`src/rtl/smbhc_pkg.sv`:
```
package smbhc_pkg;

    localparam int REG_W = 8;

    // register offsets (software-visible map)
    localparam int OFS_STS = 'h00;
    localparam int OFS_CTL = 'h02;
    localparam int OFS_CMD = 'h03;
    localparam int OFS_ADR = 'h04;
    localparam int OFS_DT0 = 'h05;
    localparam int OFS_DT1 = 'h06;
    localparam int OFS_BLK = 'h07;
    localparam int OFS_AUX = 'h0D;

    // status bit positions
    localparam int ST_BUSY   = 0;
    localparam int ST_INTR   = 1;
    localparam int ST_DEVERR = 2;
    localparam int ST_BUSERR = 3;
    localparam int ST_FAIL   = 4;
    localparam int ST_BYTE   = 7;

    // control bit positions
    localparam int CT_IEN   = 0;
    localparam int CT_KILL  = 1;
    localparam int CT_PLO   = 2;
    localparam int CT_LAST  = 5;
    localparam int CT_START = 6;
    localparam int CT_PEC   = 7;

    localparam logic [REG_W-1:0] CTL_RD_MASK  = 8'h1F;
    localparam logic [REG_W-1:0] AUX_KEEP     = 8'h03;
    localparam logic [REG_W-1:0] STS_W1C_MASK = 8'hFE;

    typedef struct packed {
        logic sts;
        logic ctl;
        logic cmd;
        logic adr;
        logic dt0;
        logic dt1;
        logic blk;
        logic aux;
    } regsel_t;

endpackage

```
`src/rtl/smbhc_decode.sv`:
```
module smbhc_decode
    import smbhc_pkg::*;
#(
    parameter int ADDR_W = 6
) (
    input  logic [ADDR_W-1:0] addr,
    input  logic              wr,
    input  logic              rd,
    output regsel_t           wsel,
    output regsel_t           rsel
);

    regsel_t hit;

    always_comb begin
        hit     = '0;
        hit.sts = (addr == ADDR_W'(OFS_STS));
        hit.ctl = (addr == ADDR_W'(OFS_CTL));
        hit.cmd = (addr == ADDR_W'(OFS_CMD));
        hit.adr = (addr == ADDR_W'(OFS_ADR));
        hit.dt0 = (addr == ADDR_W'(OFS_DT0));
        hit.dt1 = (addr == ADDR_W'(OFS_DT1));
        hit.blk = (addr == ADDR_W'(OFS_BLK));
        hit.aux = (addr == ADDR_W'(OFS_AUX));
    end

    assign wsel = wr ? hit : '0;
    assign rsel = rd ? hit : '0;

endmodule

```
`src/rtl/smbhc_launch.sv`:
```
module smbhc_launch (
    input  logic clk,
    input  logic rst_n,
    input  logic start_wr,   // control write with start set
    input  logic kill_wr,    // control write with kill set
    input  logic ien_wr,     // interrupt enable value in that write
    input  logic sts_rd,     // status read strobe
    input  logic dev_err,    // current device-error status bit
    output logic busy_set,
    output logic busy_clr,
    output logic go_q,
    output logic abort_q,
    output logic pending_q
);

    typedef struct packed {
        logic pending;
        logic go;
        logic abort;
    } lstate_t;

    lstate_t st_q, st_d;
    logic    try_go;

    always_comb begin
        st_d     = st_q;
        st_d.go  = 1'b0;
        busy_set = 1'b0;
        busy_clr = 1'b0;
        try_go   = 1'b0;

        if (start_wr) begin
            if (ien_wr) begin
                try_go = 1'b1;
            end else begin
                st_d.pending = 1'b1;
                busy_set     = 1'b1;
            end
        end else if (sts_rd && st_q.pending) begin
            st_d.pending = 1'b0;
            busy_clr     = 1'b1;
            try_go       = 1'b1;
        end

        if (kill_wr) begin
            st_d.pending = 1'b0;
            busy_clr     = 1'b1;
        end

        st_d.go    = try_go && !dev_err;
        st_d.abort = kill_wr;
    end

    always_ff @(posedge clk or negedge rst_n) begin
        if (!rst_n) st_q <= '0;
        else        st_q <= st_d;
    end

    assign go_q      = st_q.go;
    assign abort_q   = st_q.abort;
    assign pending_q = st_q.pending;

endmodule

```
`src/rtl/smbhc_status.sv`:
```
module smbhc_status
    import smbhc_pkg::*;
(
    input  logic             clk,
    input  logic             rst_n,
    input  logic             w1c_en,
    input  logic [REG_W-1:0] w1c_val,
    input  logic             busy_set,
    input  logic             busy_clr,
    input  logic             fail_set,
    input  logic             eng_done,
    input  logic             eng_dev_err,
    input  logic             eng_bus_err,
    input  logic             eng_byte_done,
    output logic [REG_W-1:0] stat_q
);

    typedef struct packed {
        logic [REG_W-1:0] stat;
    } sstate_t;

    sstate_t s_q, s_d;

    always_comb begin
        s_d = s_q;
        if (w1c_en) s_d.stat = s_q.stat & ~(w1c_val & STS_W1C_MASK);
        if (eng_done)      s_d.stat[ST_INTR]   = 1'b1;
        if (eng_dev_err)   s_d.stat[ST_DEVERR] = 1'b1;
        if (eng_bus_err)   s_d.stat[ST_BUSERR] = 1'b1;
        if (eng_byte_done) s_d.stat[ST_BYTE]   = 1'b1;
        if (fail_set)      s_d.stat[ST_FAIL]   = 1'b1;
        if (busy_set)      s_d.stat[ST_BUSY]   = 1'b1;
        if (busy_clr)      s_d.stat[ST_BUSY]   = 1'b0;
    end

    always_ff @(posedge clk or negedge rst_n) begin
        if (!rst_n) s_q <= '0;
        else        s_q <= s_d;
    end

    assign stat_q = s_q.stat;

endmodule

```
`src/rtl/smbhc_regs.sv`:
```
module smbhc_regs
    import smbhc_pkg::*;
#(
    parameter int ADDR_W = 6
) (
    input  logic              clk,
    input  logic              rst_n,
    input  logic [ADDR_W-1:0] reg_addr,
    input  logic              reg_wr,
    input  logic              reg_rd,
    input  logic [7:0]        reg_wdata,
    output logic [7:0]        reg_rdata,
    output logic              irq,
    output logic              xact_start,
    output logic              xact_abort,
    output logic [2:0]        xact_proto,
    output logic              xact_read,
    output logic [6:0]        xact_dev,
    output logic [7:0]        xact_cmd,
    output logic [7:0]        xact_data0,
    output logic [7:0]        xact_data1,
    output logic              xact_pec,
    output logic              xact_last,
    output logic [1:0]        xact_aux,
    input  logic              eng_done,
    input  logic              eng_dev_err,
    input  logic              eng_bus_err,
    input  logic              eng_byte_done,
    input  logic [1:0]        eng_data_we,
    input  logic [15:0]       eng_data
);

    typedef struct packed {
        logic [REG_W-1:0] ctl;
        logic [REG_W-1:0] cmd;
        logic [REG_W-1:0] adr;
        logic [REG_W-1:0] dt0;
        logic [REG_W-1:0] dt1;
        logic [REG_W-1:0] blk;
        logic [REG_W-1:0] aux;
    } cfg_t;

    cfg_t             cfg_q, cfg_d;
    regsel_t          wsel, rsel;
    logic [REG_W-1:0] stat_q;
    logic             busy_set, busy_clr, go_q, abort_q, pending_q;
    logic             start_wr, kill_wr;

    smbhc_decode #(.ADDR_W(ADDR_W)) u_dec (
        .addr (reg_addr),
        .wr   (reg_wr),
        .rd   (reg_rd),
        .wsel (wsel),
        .rsel (rsel)
    );

    assign start_wr = wsel.ctl && reg_wdata[CT_START];
    assign kill_wr  = wsel.ctl && reg_wdata[CT_KILL];

    smbhc_launch u_launch (
        .clk       (clk),
        .rst_n     (rst_n),
        .start_wr  (start_wr),
        .kill_wr   (kill_wr),
        .ien_wr    (reg_wdata[CT_IEN]),
        .sts_rd    (rsel.sts),
        .dev_err   (stat_q[ST_DEVERR]),
        .busy_set  (busy_set),
        .busy_clr  (busy_clr),
        .go_q      (go_q),
        .abort_q   (abort_q),
        .pending_q (pending_q)
    );

    smbhc_status u_status (
        .clk           (clk),
        .rst_n         (rst_n),
        .w1c_en        (wsel.sts),
        .w1c_val       (reg_wdata),
        .busy_set      (busy_set),
        .busy_clr      (busy_clr),
        .fail_set      (kill_wr),
        .eng_done      (eng_done),
        .eng_dev_err   (eng_dev_err),
        .eng_bus_err   (eng_bus_err),
        .eng_byte_done (eng_byte_done),
        .stat_q        (stat_q)
    );

    always_comb begin
        cfg_d = cfg_q;
        if (wsel.ctl) begin
            cfg_d.ctl           = reg_wdata;
            cfg_d.ctl[CT_START] = 1'b0;
        end
        if (wsel.cmd) cfg_d.cmd = reg_wdata;
        if (wsel.adr) cfg_d.adr = reg_wdata;
        if (wsel.dt0) cfg_d.dt0 = reg_wdata;
        if (wsel.dt1) cfg_d.dt1 = reg_wdata;
        if (wsel.blk) cfg_d.blk = reg_wdata;
        if (wsel.aux) cfg_d.aux = reg_wdata & AUX_KEEP;
        if (eng_data_we[0]) cfg_d.dt0 = eng_data[7:0];
        if (eng_data_we[1]) cfg_d.dt1 = eng_data[15:8];
    end

    always_ff @(posedge clk or negedge rst_n) begin
        if (!rst_n) cfg_q <= '0;
        else        cfg_q <= cfg_d;
    end

    always_comb begin
        reg_rdata = '0;
        unique case (1'b1)
            rsel.sts: reg_rdata = stat_q;
            rsel.ctl: reg_rdata = cfg_q.ctl & CTL_RD_MASK;
            rsel.cmd: reg_rdata = cfg_q.cmd;
            rsel.adr: reg_rdata = cfg_q.adr;
            rsel.dt0: reg_rdata = cfg_q.dt0;
            rsel.dt1: reg_rdata = cfg_q.dt1;
            rsel.blk: reg_rdata = cfg_q.blk;
            rsel.aux: reg_rdata = cfg_q.aux;
            default:  reg_rdata = '0;
        endcase
    end

    assign irq        = cfg_q.ctl[CT_IEN] && (|stat_q[REG_W-1:1]);
    assign xact_start = go_q;
    assign xact_abort = abort_q;
    assign xact_proto = cfg_q.ctl[CT_PLO+2:CT_PLO];
    assign xact_read  = cfg_q.adr[0];
    assign xact_dev   = cfg_q.adr[7:1];
    assign xact_cmd   = cfg_q.cmd;
    assign xact_data0 = cfg_q.dt0;
    assign xact_data1 = cfg_q.dt1;
    assign xact_pec   = cfg_q.ctl[CT_PEC];
    assign xact_last  = cfg_q.ctl[CT_LAST];
    assign xact_aux   = cfg_q.aux[1:0];

endmodule

```
`config.mk`:
```
export PLATFORM = sky130hd
export DESIGN_NAME = smbhc_regs
export DESIGN_NICKNAME = d
export VERILOG_FILES = /design/src/rtl/smbhc_pkg.sv /design/src/rtl/smbhc_decode.sv /design/src/rtl/smbhc_launch.sv /design/src/rtl/smbhc_status.sv /design/src/rtl/smbhc_regs.sv
export SDC_FILE = /design/constraint.sdc
export NUM_CORES = 1
export LEC_CHECK = 0
export BUFFER_PORTS_ARGS = -buffer_cell sky130_fd_sc_hd__buf_2
export CORE_MARGIN = 4
export CORE_UTILIZATION = 30
export CTS_CLUSTER_SIZE = 10
export DETAILED_ROUTE_END_ITERATION = 10
export PLACE_DENSITY_LB_ADDON = 0.2
export RECOVER_POWER = 100
export SLEW_MARGIN = 5
export SYNTH_ARGS = -nofsm -noshare
export SYNTH_HDL_FRONTEND = slang
export SYNTH_SLANG_ARGS = --single-unit
```
`constraint.sdc`:
```
create_clock -name clk -period 4.5 [get_ports clk]
set_clock_uncertainty 0.2 [all_clocks]
set_input_delay 0.675 -clock clk [delete_from_list [all_inputs] [get_ports clk]]
set_output_delay 0.675 -clock clk [all_outputs]
set_load 0.05 [all_outputs]
```
==> impl_metrics.py <==
metrics = {
    "run_status": {
        "status": "finished with violations",
        "violations": "max-capacitance violations, max-slew violations",
    },
    "finish": {
        "layout.cells.non_filler": 506,
        "fin_nets": 406,
        "area_growth_pct": 12.4,
        "layout-drive-gt1-share_pct": 25.1,
        "fin_util_pct": 35.2,
        "fillerInstances": 1096,
        "antennaDiodeCount": 0,
    },
    "grt": {
        "grt_pass1_vias": 2632,
        "grt_max_degree": 33,
        "track_usage_pct": 15.2,
        "grt_pass1_wl_microns": 15100,
        "overflow": 0,
        "antenna_found_initial": 0,
    },
    "synth": {
        "synth_common_cells": "dfrtp_1, nand2_1, buf_4, mux2_2, a21oi_1",
        "yosysSeqAreaShare_pct": 45.6,
        "synth_cells": 314,
        "synth-main-ff-cell": "dfrtp_1",
        "synth_edf_count": 0,
        "yosysWarnings": 0,
        "synth_top_area_share_pct": 45.6,
        "synth.most_common_cell": "dfrtp_1",
        "async_flop_share_pct": 100,
        "synth_area_leaders": "dfrtp_1, mux2_2, buf_4",
        "syn_area_sq_mm": 0.00329,
        "avgSynthCellArea_sq_um": 10.5,
        "synth-seq-cells": 60,
        "syn_nets": 354,
        "yosysUniqueCellTypes": 42,
        "synth_area_leader_cell": "dfrtp_1",
    },
    "die": {
        "rows": 37,
        "ios": 90,
        "die-area_sq_mm": 0.0127,
        "die_x_microns": 113,
        "start_util_pct": 31.3,
        "core_sq_mm": 0.0105,
        "die_y_microns": 113,
    },
    "setup_path": {
        "crit_top_cell": "clkbuf_1",
        "cp_max_fo": 23,
        "critPathArrivalTime_ns": 2.86,
        "cp.required_ns": 3.62,
        "worst-r2r-setup-slack_ns": 3.24,
        "cpPeakStageDelay_ns": 0.76,
        "startpoint_type": "input pin",
        "r2r-start": "u_launch.pending_q$_DFFE_PN0P_",
        "r2r_cells": 2,
        "critPathCaptureType": "output pin",
        "critPathSlowestCell": "clkbuf_1",
        "path_class": "input pin to output pin",
        "path_cells": "clkbuf_1 > nor2b_1 > a22o_1 > a222oi_1 > o21ai_0 > clkbuf_1",
        "r2r-end": "u_launch.go_q$_DFF_PN0_",
    },
    "job": {
        "cap_violations": 2,
    },
    "drt": {
        "vias": 2498,
        "drt_iter0_markers": 102,
        "dr.pass1.iters": 4,
        "drt-total-wl_microns": 9370,
        "viasPerCell": 4.94,
        "ant_nets": 0,
        "drc": 0,
        "wl_per_cell_microns": 18.5,
    },
    "timing": {
        "setup_tns_ns": 0,
        "finalSetupViolCount": 0,
        "fmax_mhz": 268,
        "slew_violations": 63,
        "worst_pin_slew_ns": 1.74,
        "period_needed_ns": 3.74,
        "finalCritPeriodShare_pct": 83.1,
        "slew_headroom_pct": -16.0,
        "rsz0062_at_grt": "false",
        "hold_viol_final": 0,
    },
    "place": {
        "portBuffers": 89,
        "gp_congestion": 0.813,
        "place_inst": 491,
        "dp_hpwl_microns": 7080,
    },
    "cts": {
        "ctsHoldBuffers": 0,
        "clk_latency_ns": 0.33,
        "htreeDepth": 3,
        "clk_pin_slew_worst_paths_ns": 0.06,
        "cts_tree": "done",
        "cts-buffers-inserted": 9,
        "ctsLongestPathBuffers": 2,
        "clock-root-buffer": "clkbuf_8",
        "clock-sinks": 60,
        "post_cts_buffers": 0,
        "cts_resized": 0,
    },
    "hold_path": {
        "hold_class": "flop to flop",
        "hold_depth": 1,
        "whs_endpoint": "cfg_q[49]$_DFFE_PN0N_",
        "hold_start": "cfg_q[49]$_DFFE_PN0N_",
    },
    "power_and_ir_drop": {
        "vdd_drop_max_uv": 161,
        "p_per_area_mw_per_mm2": 404,
        "p_leak_nw": 1.64,
    },
}
[through the flow]
step                      cell area [sq um]  total power [mW]  setup slack (ns)  hold slack [ns]
after floorplan                        3290             0.951              1.15            0.179
after global placement                 3580              1.01              1.31            0.261
after detailed placement               3580              1.02              1.24            0.270
after CTS                              3780              1.52              1.23            0.194
after global routing                   3700              1.57             0.569            0.318
final                                  3700              1.49             0.762            0.290
[power by group]
| part | total (mW) | internal [mW] | switching (mW) |
|---|---|---|---|
| registers | 0.641 | 0.595 | 0.0461 |
| logic | 0.349 | 0.0958 | 0.253 |
| clock network | 0.505 | 0.299 | 0.206 |
| total | 1.49 | 0.990 | 0.505 |
[cells in the final DEF (no fill, tap or decap), types with 2 or more instances in the layout]
cell type / synthesis / routed
dfrtp_1: 60 / 60
clkbuf_1: 7 / 53
nand2_1: 44 / 44
buf_2: 3 / 39
mux2_2: 36 / 35
a21oi_1: 29 / 29
nor2b_1: 16 / 16
clkbuf_8: 0 / 12
a22oi_1: 8 / 8
o21ai_0: 7 / 7
nor3_1: 4 / 7
a21o_1: 6 / 6
a22o_1: 4 / 4
nand3_1: 4 / 4
nand2b_1: 3 / 3
nor2_1: 3 / 3
mux4_2: 3 / 3
and2_0: 1 / 3
mux2i_1: 3 / 3
nor3b_1: 3 / 3
and3_1: 3 / 3
a21boi_0: 3 / 3
a222oi_1: 2 / 2
o21a_1: 2 / 2
[worst max-delay path, delay by kind of cell]
kind,cells,cell delay [ns]
AOI/OAI and AO/OA,3,0.81
and+or+nand+nor,1,0.27
buffers and inverters,2,1.09
[cell type report]
cell class                 instances  area [sq um]  area share [%]
sequential                        60          1500            40.6
timing repair buffer              90           387            10.5
clock buffer                      14           173            4.67
clock inverter                     1          30.0           0.812
tap                              136           170            4.60
multi-input combinational        205          1440            38.8
[layer usage]
layer	part of all wire (%)	up-vias	track usage [%]
li1	-	1190	-
met1	49	1209	22.4
met2	44	90	22.2
met3	6.0	9	3.85
met4	0.87	0	3.77
met5	0	-	0
[logic make-up (layout without fill, tap and decap cells)]
logic type / count (synthesis) / in the layout / synth area share, %
AO/OA/AOI/OAI: 66 / 66 / 12.7
flip-flops: 60 / 60 / 45.6
multiplexers: 42 / 42 / 15.3
AND/OR/NAND/NOR: 97 / 97 / 16.3
buffers and inverters: 49 / 105 / 10.1
[worst max-delay path by stage]
stage               depth (start not counted)        start      endpoint
finish                                      6  reg_addr[1]  reg_rdata[2]
global placement                            5  reg_addr[0]  reg_rdata[1]
detailed placement                          5  reg_addr[0]  reg_rdata[1]
floorplan                                   5  reg_addr[0]  reg_rdata[2]
CTS                                         5  reg_addr[0]  reg_rdata[1]
global route                                6  reg_addr[1]  reg_rdata[2]
[sequential cells by signal, summed over array words and instances, names as in the netlist, 2 cells and up]
name             cells
u_status.stat_q      8
xact_proto           3
xact_aux             2
xact_data0           8
xact_dev             7
xact_cmd             8
cfg_q               10
xact_data1           8
(Power assumes the default switching activity.)
